**src/rtl/spi_cmd_rx_pkg.sv**
```systemverilog
package spi_cmd_rx_pkg;
  localparam int BYTE_W = 8;
  localparam logic [7:0] OP_RD_STATUS = 8'h05;
  localparam logic [7:0] OP_RESET     = 8'hFF;

  // opcodes that alter device state need a byte-aligned frame end
  function automatic logic op_needs_align(input logic [7:0] op);
    case (op)
      8'h06, 8'h04, 8'h01, 8'h02, 8'h10, 8'hD8: return 1'b1;
      default: return 1'b0;
    endcase
  endfunction

  function automatic logic op_busy_ok(input logic [7:0] op);
    return (op == OP_RD_STATUS) || (op == OP_RESET);
  endfunction
endpackage

```
**src/rtl/spi_in_sync.sv**
```systemverilog
module spi_in_sync #(
  parameter int STAGES = 2
) (
  input  logic clk_i,
  input  logic rst_ni,
  input  logic cs_n_i,
  input  logic sclk_i,
  input  logic sdi_i,
  output logic cs_n_o,
  output logic sdi_o,
  output logic cs_fall_o,
  output logic cs_rise_o,
  output logic sclk_rise_o
);
  localparam int NSIG = 3;
  localparam int CW = NSIG * STAGES;
  localparam logic [NSIG-1:0] RST_VAL = 3'b001; // cs idles high

  logic [CW-1:0]   chain_q;
  logic [NSIG-1:0] sync_s, prev_q;

  always_ff @(posedge clk_i or negedge rst_ni) begin
    if (!rst_ni) begin
      chain_q <= {STAGES{RST_VAL}};
      prev_q  <= RST_VAL;
    end else begin
      chain_q <= {chain_q[CW-NSIG-1:0], sdi_i, sclk_i, cs_n_i};
      prev_q  <= sync_s;
    end
  end

  assign sync_s      = chain_q[CW-1 -: NSIG];
  assign cs_n_o      = sync_s[0];
  assign sdi_o       = sync_s[2];
  assign cs_fall_o   = !sync_s[0] && prev_q[0];
  assign cs_rise_o   = sync_s[0] && !prev_q[0];
  assign sclk_rise_o = sync_s[1] && !prev_q[1];
endmodule

```
**src/rtl/spi_bit_shifter.sv**
```systemverilog
module spi_bit_shifter
  import spi_cmd_rx_pkg::*;
(
  input  logic              clk_i,
  input  logic              rst_ni,
  input  logic              cs_n_i,
  input  logic              sclk_rise_i,
  input  logic              sdi_i,
  output logic              byte_done_o,
  output logic [BYTE_W-1:0] byte_o,
  output logic              first_o,
  output logic              partial_o
);
  localparam int BIT_W = $clog2(BYTE_W);
  localparam logic [BIT_W-1:0] LAST = BIT_W'(BYTE_W - 1);

  logic [BIT_W-1:0]  bit_pos_q;
  logic [BYTE_W-2:0] sh_q;
  logic              got_first_q;

  always_ff @(posedge clk_i or negedge rst_ni) begin
    if (!rst_ni) begin
      bit_pos_q   <= '0;
      sh_q        <= '0;
      got_first_q <= 1'b0;
      byte_done_o <= 1'b0;
      byte_o      <= '0;
      first_o     <= 1'b0;
    end else if (cs_n_i) begin
      bit_pos_q   <= '0;
      got_first_q <= 1'b0;
      byte_done_o <= 1'b0;
    end else if (sclk_rise_i) begin
      sh_q <= {sh_q[BYTE_W-3:0], sdi_i};
      if (bit_pos_q == LAST) begin
        bit_pos_q   <= '0;
        byte_done_o <= 1'b1;
        byte_o      <= {sh_q, sdi_i};
        first_o     <= !got_first_q;
        got_first_q <= 1'b1;
      end else begin
        bit_pos_q   <= bit_pos_q + 1'b1;
        byte_done_o <= 1'b0;
      end
    end else begin
      byte_done_o <= 1'b0;
    end
  end

  assign partial_o = (bit_pos_q != '0);
endmodule

```
**src/rtl/spi_frame_ctl.sv**
```systemverilog
module spi_frame_ctl
  import spi_cmd_rx_pkg::*;
#(
  parameter int IDX_W = 8
) (
  input  logic              clk_i,
  input  logic              rst_ni,
  input  logic              byte_done_i,
  input  logic [BYTE_W-1:0] byte_i,
  input  logic              first_i,
  input  logic              partial_i,
  input  logic              cs_rise_i,
  input  logic              busy_i,
  output logic              op_valid_o,
  output logic [7:0]        op_o,
  output logic              op_ignored_o,
  output logic              byte_valid_o,
  output logic [BYTE_W-1:0] byte_o,
  output logic [IDX_W-1:0]  byte_idx_o,
  output logic              frame_end_o,
  output logic              frame_aligned_o,
  output logic              cmd_commit_o,
  output logic              cmd_drop_o
);
  localparam logic [IDX_W-1:0] IDX_MAX = {IDX_W{1'b1}};

  logic [7:0]       op_q;
  logic             have_op_q, ign_q;
  logic [IDX_W-1:0] idx_q;
  logic             ign_now, commit_now;

  assign op_valid_o   = byte_done_i && first_i;
  assign ign_now      = busy_i && !op_busy_ok(byte_i);
  assign op_ignored_o = op_valid_o && ign_now;
  assign op_o         = op_valid_o ? byte_i : op_q;
  assign byte_valid_o = byte_done_i && !first_i && !ign_q;
  assign byte_o       = byte_i;
  assign byte_idx_o   = idx_q;
  assign commit_now   = have_op_q && !ign_q && (!partial_i || !op_needs_align(op_q));

  always_ff @(posedge clk_i or negedge rst_ni) begin
    if (!rst_ni) begin
      op_q            <= '0;
      have_op_q       <= 1'b0;
      ign_q           <= 1'b0;
      idx_q           <= '0;
      frame_end_o     <= 1'b0;
      frame_aligned_o <= 1'b0;
      cmd_commit_o    <= 1'b0;
      cmd_drop_o      <= 1'b0;
    end else if (cs_rise_i) begin
      frame_end_o     <= 1'b1;
      frame_aligned_o <= !partial_i;
      cmd_commit_o    <= commit_now;
      cmd_drop_o      <= have_op_q && !commit_now;
      have_op_q       <= 1'b0;
      ign_q           <= 1'b0;
      idx_q           <= '0;
    end else begin
      frame_end_o     <= 1'b0;
      frame_aligned_o <= 1'b0;
      cmd_commit_o    <= 1'b0;
      cmd_drop_o      <= 1'b0;
      if (op_valid_o) begin
        op_q      <= byte_i;
        have_op_q <= 1'b1;
        ign_q     <= ign_now;
        idx_q     <= '0;
      end else if (byte_valid_o && idx_q != IDX_MAX) begin
        idx_q <= idx_q + 1'b1;
      end
    end
  end
endmodule

```
**src/rtl/spi_cmd_rx.sv**
```systemverilog
module spi_cmd_rx
  import spi_cmd_rx_pkg::*;
#(
  parameter int SYNC_STAGES = 2,
  parameter int IDX_W       = 8
) (
  input  logic             clk_i,
  input  logic             rst_ni,
  input  logic             cs_n_i,
  input  logic             sclk_i,
  input  logic             sdi_i,
  input  logic             busy_i,
  output logic             op_valid_o,
  output logic [7:0]       op_o,
  output logic             op_ignored_o,
  output logic             byte_valid_o,
  output logic [7:0]       byte_o,
  output logic [IDX_W-1:0] byte_idx_o,
  output logic             frame_end_o,
  output logic             frame_aligned_o,
  output logic             cmd_commit_o,
  output logic             cmd_drop_o
);
  logic cs_n_s, sdi_s, cs_fall, cs_rise, sclk_rise;
  logic byte_done, first, partial;
  logic [BYTE_W-1:0] byte_w;

  spi_in_sync #(.STAGES(SYNC_STAGES)) u_sync (
    .clk_i, .rst_ni, .cs_n_i, .sclk_i, .sdi_i,
    .cs_n_o(cs_n_s), .sdi_o(sdi_s), .cs_fall_o(cs_fall),
    .cs_rise_o(cs_rise), .sclk_rise_o(sclk_rise)
  );

  spi_bit_shifter u_shift (
    .clk_i, .rst_ni, .cs_n_i(cs_n_s), .sclk_rise_i(sclk_rise && !cs_fall),
    .sdi_i(sdi_s), .byte_done_o(byte_done), .byte_o(byte_w),
    .first_o(first), .partial_o(partial)
  );

  spi_frame_ctl #(.IDX_W(IDX_W)) u_ctl (
    .clk_i, .rst_ni, .byte_done_i(byte_done), .byte_i(byte_w),
    .first_i(first), .partial_i(partial), .cs_rise_i(cs_rise),
    .busy_i, .op_valid_o, .op_o, .op_ignored_o, .byte_valid_o, .byte_o,
    .byte_idx_o, .frame_end_o, .frame_aligned_o, .cmd_commit_o, .cmd_drop_o
  );
endmodule

```
**config.mk**
```make
export PLATFORM = sky130hd
export DESIGN_NAME = spi_cmd_rx
export DESIGN_NICKNAME = d
export VERILOG_FILES = /design/src/rtl/spi_cmd_rx_pkg.sv /design/src/rtl/spi_in_sync.sv /design/src/rtl/spi_bit_shifter.sv /design/src/rtl/spi_frame_ctl.sv /design/src/rtl/spi_cmd_rx.sv
export SDC_FILE = /design/constraint.sdc
export NUM_CORES = 1
export LEC_CHECK = 0
export BUFFER_PORTS_ARGS = -buffer_cell sky130_fd_sc_hd__buf_2
export CORE_MARGIN = 2
export CORE_UTILIZATION = 31
export DETAILED_ROUTE_END_ITERATION = 8
export SYNTH_ARGS = -nofsm -noshare
export SYNTH_HDL_FRONTEND = slang
export SYNTH_SLANG_ARGS = --single-unit
```
**constraint.sdc**
```tcl
create_clock -name clk_i -period 1.5 [get_ports clk_i]
set_input_delay 0.075 -clock clk_i [delete_from_list [all_inputs] [get_ports clk_i]]
set_output_delay 0.075 -clock clk_i [all_outputs]
set_load 0.01 [all_outputs]
```
==> run_summary.xml <==
<?xml version="1.0" encoding="UTF-8"?>
<metrics>
  <group name="sta">
    <metric name="grt_setup_unrepaired" unit="">true</metric>
    <metric name="worst_pin_slew" unit="ns">0.509</metric>
    <metric name="final_number_of_setup_violating_endpoints" unit="">4</metric>
    <metric name="final-max-slew-violation-count" unit="">0</metric>
    <metric name="post-route-worst-setup-slack" unit="ns">-0.381</metric>
    <metric name="maxSlewHeadroom" unit="">0.661</metric>
    <metric name="timing.final.crit_share" unit="">1.25</metric>
    <metric name="timing_hold_violations_final" unit="">0</metric>
    <metric name="timing.fmax" unit="GHz">0.532</metric>
    <metric name="post-route-min-period" unit="ns">1.88</metric>
    <metric name="fin_worst_skew" unit="ns">0.00740</metric>
  </group>
  <group name="logic_synthesis">
    <metric name="synth-edff-count" unit="">0</metric>
    <metric name="synth_cell_types" unit="">37</metric>
    <metric name="share_of_the_yosys_chip_area_belonging_to_registers" unit="">0.577</metric>
    <metric name="post_synth_instance_area" unit="mm²">0.00222</metric>
    <metric name="syn-mean-instance-area" unit="µm²">12.8</metric>
    <metric name="synth_top_flop_cell" unit="">sky130_fd_sc_hd__dfrtp_1</metric>
    <metric name="syn-num-nets" unit="">183</metric>
    <metric name="synth.top_cells.by_area" unit="">sky130_fd_sc_hd__dfrtp_1 (54%), sky130_fd_sc_hd__mux2_2 (13%), sky130_fd_sc_hd__mux2_4 (4.1%), sky130_fd_sc_hd__dfstp_2 (3.6%), sky130_fd_sc_hd__ha_1 (2.3%)</metric>
    <metric name="ys.warnings.count" unit="">0</metric>
    <metric name="ys_seq_elements" unit="">51</metric>
    <metric name="yosysTopAreaCellShare" unit="">0.541</metric>
    <metric name="netlist_instances" unit="">173</metric>
    <metric name="yosys.cell_count.top_type" unit="">sky130_fd_sc_hd__dfrtp_1</metric>
    <metric name="post-synth-top-area-cell" unit="">sky130_fd_sc_hd__dfrtp_1</metric>
    <metric name="synth.cells.most_frequent" unit="">sky130_fd_sc_hd__dfrtp_1 (48), sky130_fd_sc_hd__mux2_2 (25), sky130_fd_sc_hd__nor2_1 (13)</metric>
    <metric name="synth_async_sr_flop_share" unit="">1.00</metric>
  </group>
  <group name="global_route">
    <metric name="busiest_layer" unit="">met2</metric>
    <metric name="gr-usage-all-layers" unit="">0.127</metric>
    <metric name="global_route.usage.met3" unit="">0.0308</metric>
    <metric name="grt_max_degree" unit="">23</metric>
    <metric name="global_route.overflow_total" unit="">0</metric>
    <metric name="grt.met2_usage" unit="">0.200</metric>
    <metric name="antenna_violations_before_repair" unit="">0</metric>
    <metric name="grt_pass1_vias" unit="">1545</metric>
    <metric name="grt_util_met1" unit="">0.175</metric>
    <metric name="grt_first_pass_wirelength" unit="mm">7.62</metric>
  </group>
  <group name="status">
    <metric name="violations" unit="">negative setup slack</metric>
    <metric name="outcome" unit="">finished, violations left</metric>
  </group>
  <group name="worst_setup_path">
    <metric name="worstSetupPathType" unit="">reg2out</metric>
    <metric name="setup.worst_path.start_class" unit="">flop</metric>
    <metric name="cells_along_the_critical_path" unit="">or4_4 &gt; nor3_2 &gt; o211ai_1 &gt; and3_1 &gt; buf_2</metric>
    <metric name="timing.critical_path.slowest_cell_delay" unit="ns">0.53</metric>
    <metric name="worstPathBufferInverterCount" unit="">1</metric>
    <metric name="critical_path_end_type" unit="">output port</metric>
    <metric name="cp.required" unit="ns">1.42</metric>
    <metric name="depth_of_the_most_critical_reg_to_reg_path" unit="">4</metric>
    <metric name="arrival" unit="ns">1.81</metric>
    <metric name="slowest_stage" unit="">sky130_fd_sc_hd__or4_4</metric>
    <metric name="critical_path.top_delay_family" unit="">simple AND/OR/NAND/NOR gates</metric>
    <metric name="worst-path-stages" unit="">5</metric>
    <metric name="critPathMaxFanout" unit="">2</metric>
  </group>
  <group name="clock_tree">
    <metric name="clk_transition_reported_paths" unit="ns">0.09</metric>
    <metric name="cts-htree-levels" unit="">2</metric>
    <metric name="worstSkewPairLatency" unit="ns">0.30</metric>
    <metric name="root_buffer" unit="">sky130_fd_sc_hd__clkbuf_8</metric>
    <metric name="tritoncts" unit="">yes</metric>
    <metric name="numClockSinks" unit="">51</metric>
    <metric name="clock_tree.buffer_depth" unit="">2</metric>
    <metric name="numCtsBuffers" unit="">5</metric>
  </group>
  <group name="die">
    <metric name="core_area" unit="mm²">0.00687</metric>
    <metric name="rows" unit="">30</metric>
    <metric name="initial_core_util" unit="">0.323</metric>
    <metric name="die_area" unit="mm²">0.00785</metric>
    <metric name="fp.dieW" unit="µm">88.6</metric>
    <metric name="pin_count" unit="">37</metric>
    <metric name="die_height" unit="µm">88.6</metric>
  </group>
  <group name="pwr">
    <metric name="ir_drop" unit="mV">0.324</metric>
    <metric name="power_leakage" unit="nW">1.60</metric>
    <metric name="power_density" unit="mW/mm²">771</metric>
  </group>
  <group name="route">
    <metric name="detailroute.via_count" unit="">1621</metric>
    <metric name="detail_route.first_pass.iterations" unit="">4</metric>
    <metric name="via_density_per_instance" unit="">4.54</metric>
    <metric name="detail_route.wl_per_cell" unit="µm">13.5</metric>
    <metric name="drt_drc_violations_left" unit="">0</metric>
    <metric name="drt.antenna.violating_nets" unit="">0</metric>
    <metric name="count_of_routing_violations_after_the_opening_detailed_route_iteration" unit="">77</metric>
    <metric name="wl" unit="mm">4.84</metric>
  </group>
  <group name="hold_path">
    <metric name="whs_path_depth" unit="">2</metric>
    <metric name="worst_hold_path_type" unit="">in2reg</metric>
  </group>
  <group name="cells_and_area">
    <metric name="antenna_cells" unit="">0</metric>
    <metric name="drive_above_1_share" unit="">0.533</metric>
    <metric name="regArea" unit="mm²">0.00128</metric>
    <metric name="syn_to_final_growth" unit="%">42.3</metric>
    <metric name="nets" unit="">270</metric>
    <metric name="filler_cell_count" unit="">645</metric>
    <metric name="final_cell_area" unit="mm²">0.00316</metric>
    <metric name="fin_cells" unit="">357</metric>
    <metric name="multi_input_area" unit="mm²">0.00103</metric>
  </group>
  <group name="placement">
    <metric name="buffer_ports.inserted" unit="">36</metric>
    <metric name="detailed_place.area" unit="mm²">0.00272</metric>
    <metric name="globalplace.congestion" unit="">0.848</metric>
    <metric name="detailed_place_hpwl" unit="mm">3.39</metric>
    <metric name="dp.cells" unit="">331</metric>
  </group>
  <group name="run">
    <metric name="max_cap_viol_count" unit="">0</metric>
  </group>
</metrics>
## cells by family after synthesis
family / Yosys count / share of synthesized area
AOI/OAI and AO/OA: 24 / 0.0665
xor gates and xnor gates: 2 / 0.00789
buffers and inverters: 10 / 0.0203
and+or+nand+nor: 51 / 0.139
DFF: 51 / 0.577
muxes: 31 / 0.167
adders and majority gates: 4 / 0.0225
## cells in the final DEF (no fill, tap or decap), drive strengths merged, types with 3 or more instances in the layout
cell / count
o21ai: 6
dlygate4sd3: 4
a21oi: 8
nand4: 3
clkbuf: 6
and3: 4
nor2: 15
dfstp: 3
mux2: 31
nor3b: 4
inv: 8
buf: 75
a211oi: 3
ha: 4
dfrtp: 48
nand2: 10
nor3: 4
## layout make-up
class	instances	share of cell area
Timing Repair Buffer	79	0.190
Clock inverter	2	0.00396
Sequential cell	51	0.405
Tap cell	96	0.0380
Inverter	9	0.0131
Multi-Input combinational cell	114	0.327
Clock buffer	6	0.0230
## layer usage
layer	vias up	routed length [µm]
met5	-	0
li1	804	-
met1	779	2280
met4	0	48
met2	31	2360
met3	7	147
## flip-flops by register name (all words and copies together) (netlist names)
name                   count
u_ctl.byte_idx_o           8
u_ctl.cmd_commit_o         1
u_ctl.cmd_drop_o           1
u_ctl.frame_aligned_o      1
u_ctl.frame_end_o          1
u_ctl.have_op_q            1
u_ctl.ign_q                1
u_ctl.op_q                 8
u_shift.bit_pos_q          3
u_shift.byte_done_o        1
u_shift.byte_o             8
u_shift.first_o            1
u_shift.got_first_q        1
u_shift.sh_q               7
u_sync.chain_q             6
u_sync.prev_q              2
## report_power, final
part	internal, mW	switching (mW)
logic	0.114	0.0756
clock network	0.326	0.424
registers	1.44	0.0538
## timing repair
action,in CTS,in global routing
cloned,1,1
setup endpoints to repair,34,41
pin swaps,6,14
buffers inserted,5,7
endpoints found under the hold margin,20,0
hold buffers,4,0
gates resized for setup,22,29
## path summary, 6_finish.rpt
check | start | end | slack, ns
worst min register to register | u_sync.chain_q[2] | u_sync.chain_q[5] | 0.35
worst max-delay path | u_shift.byte_o[3] | op_ignored_o | -0.38
worst min-delay path | busy_i | u_ctl.ign_q | 0.04
worst max register to register | u_shift.byte_o[3] | u_ctl.ign_q | -0.09
max in group asynchronous | rst_ni | u_shift.byte_done_o | 0.61
min in group asynchronous | rst_ni | u_shift.byte_o[7] | 0.27
## worst register-to-register path, cell delays in order, from the launching register on
cell	delay, ns
sky130_fd_sc_hd__dfrtp_1	0.39
sky130_fd_sc_hd__or4_4	0.53
sky130_fd_sc_hd__nor3_2	0.15
sky130_fd_sc_hd__o211ai_1	0.13
sky130_fd_sc_hd__a32o_1	0.27
## through the flow
step	setup WS, ns	hold WS, ns	setup TNS [ns]	power (mW)	util
global route	-0.454	0.0278	-1.41	2.57	0.460
detailed placement	-0.0434	0.0805	-0.428	1.66	0.396
finish	-0.381	0.0431	-0.505	2.44	0.460
global placement	-0.0355	0.0758	-0.0509	1.65	0.396
CTS	-0.382	0.0339	-0.496	2.44	0.434
floorplan	-0.0433	-0.221	-0.300	1.57	-
Note: power is estimated with default switching activity, not from simulation.
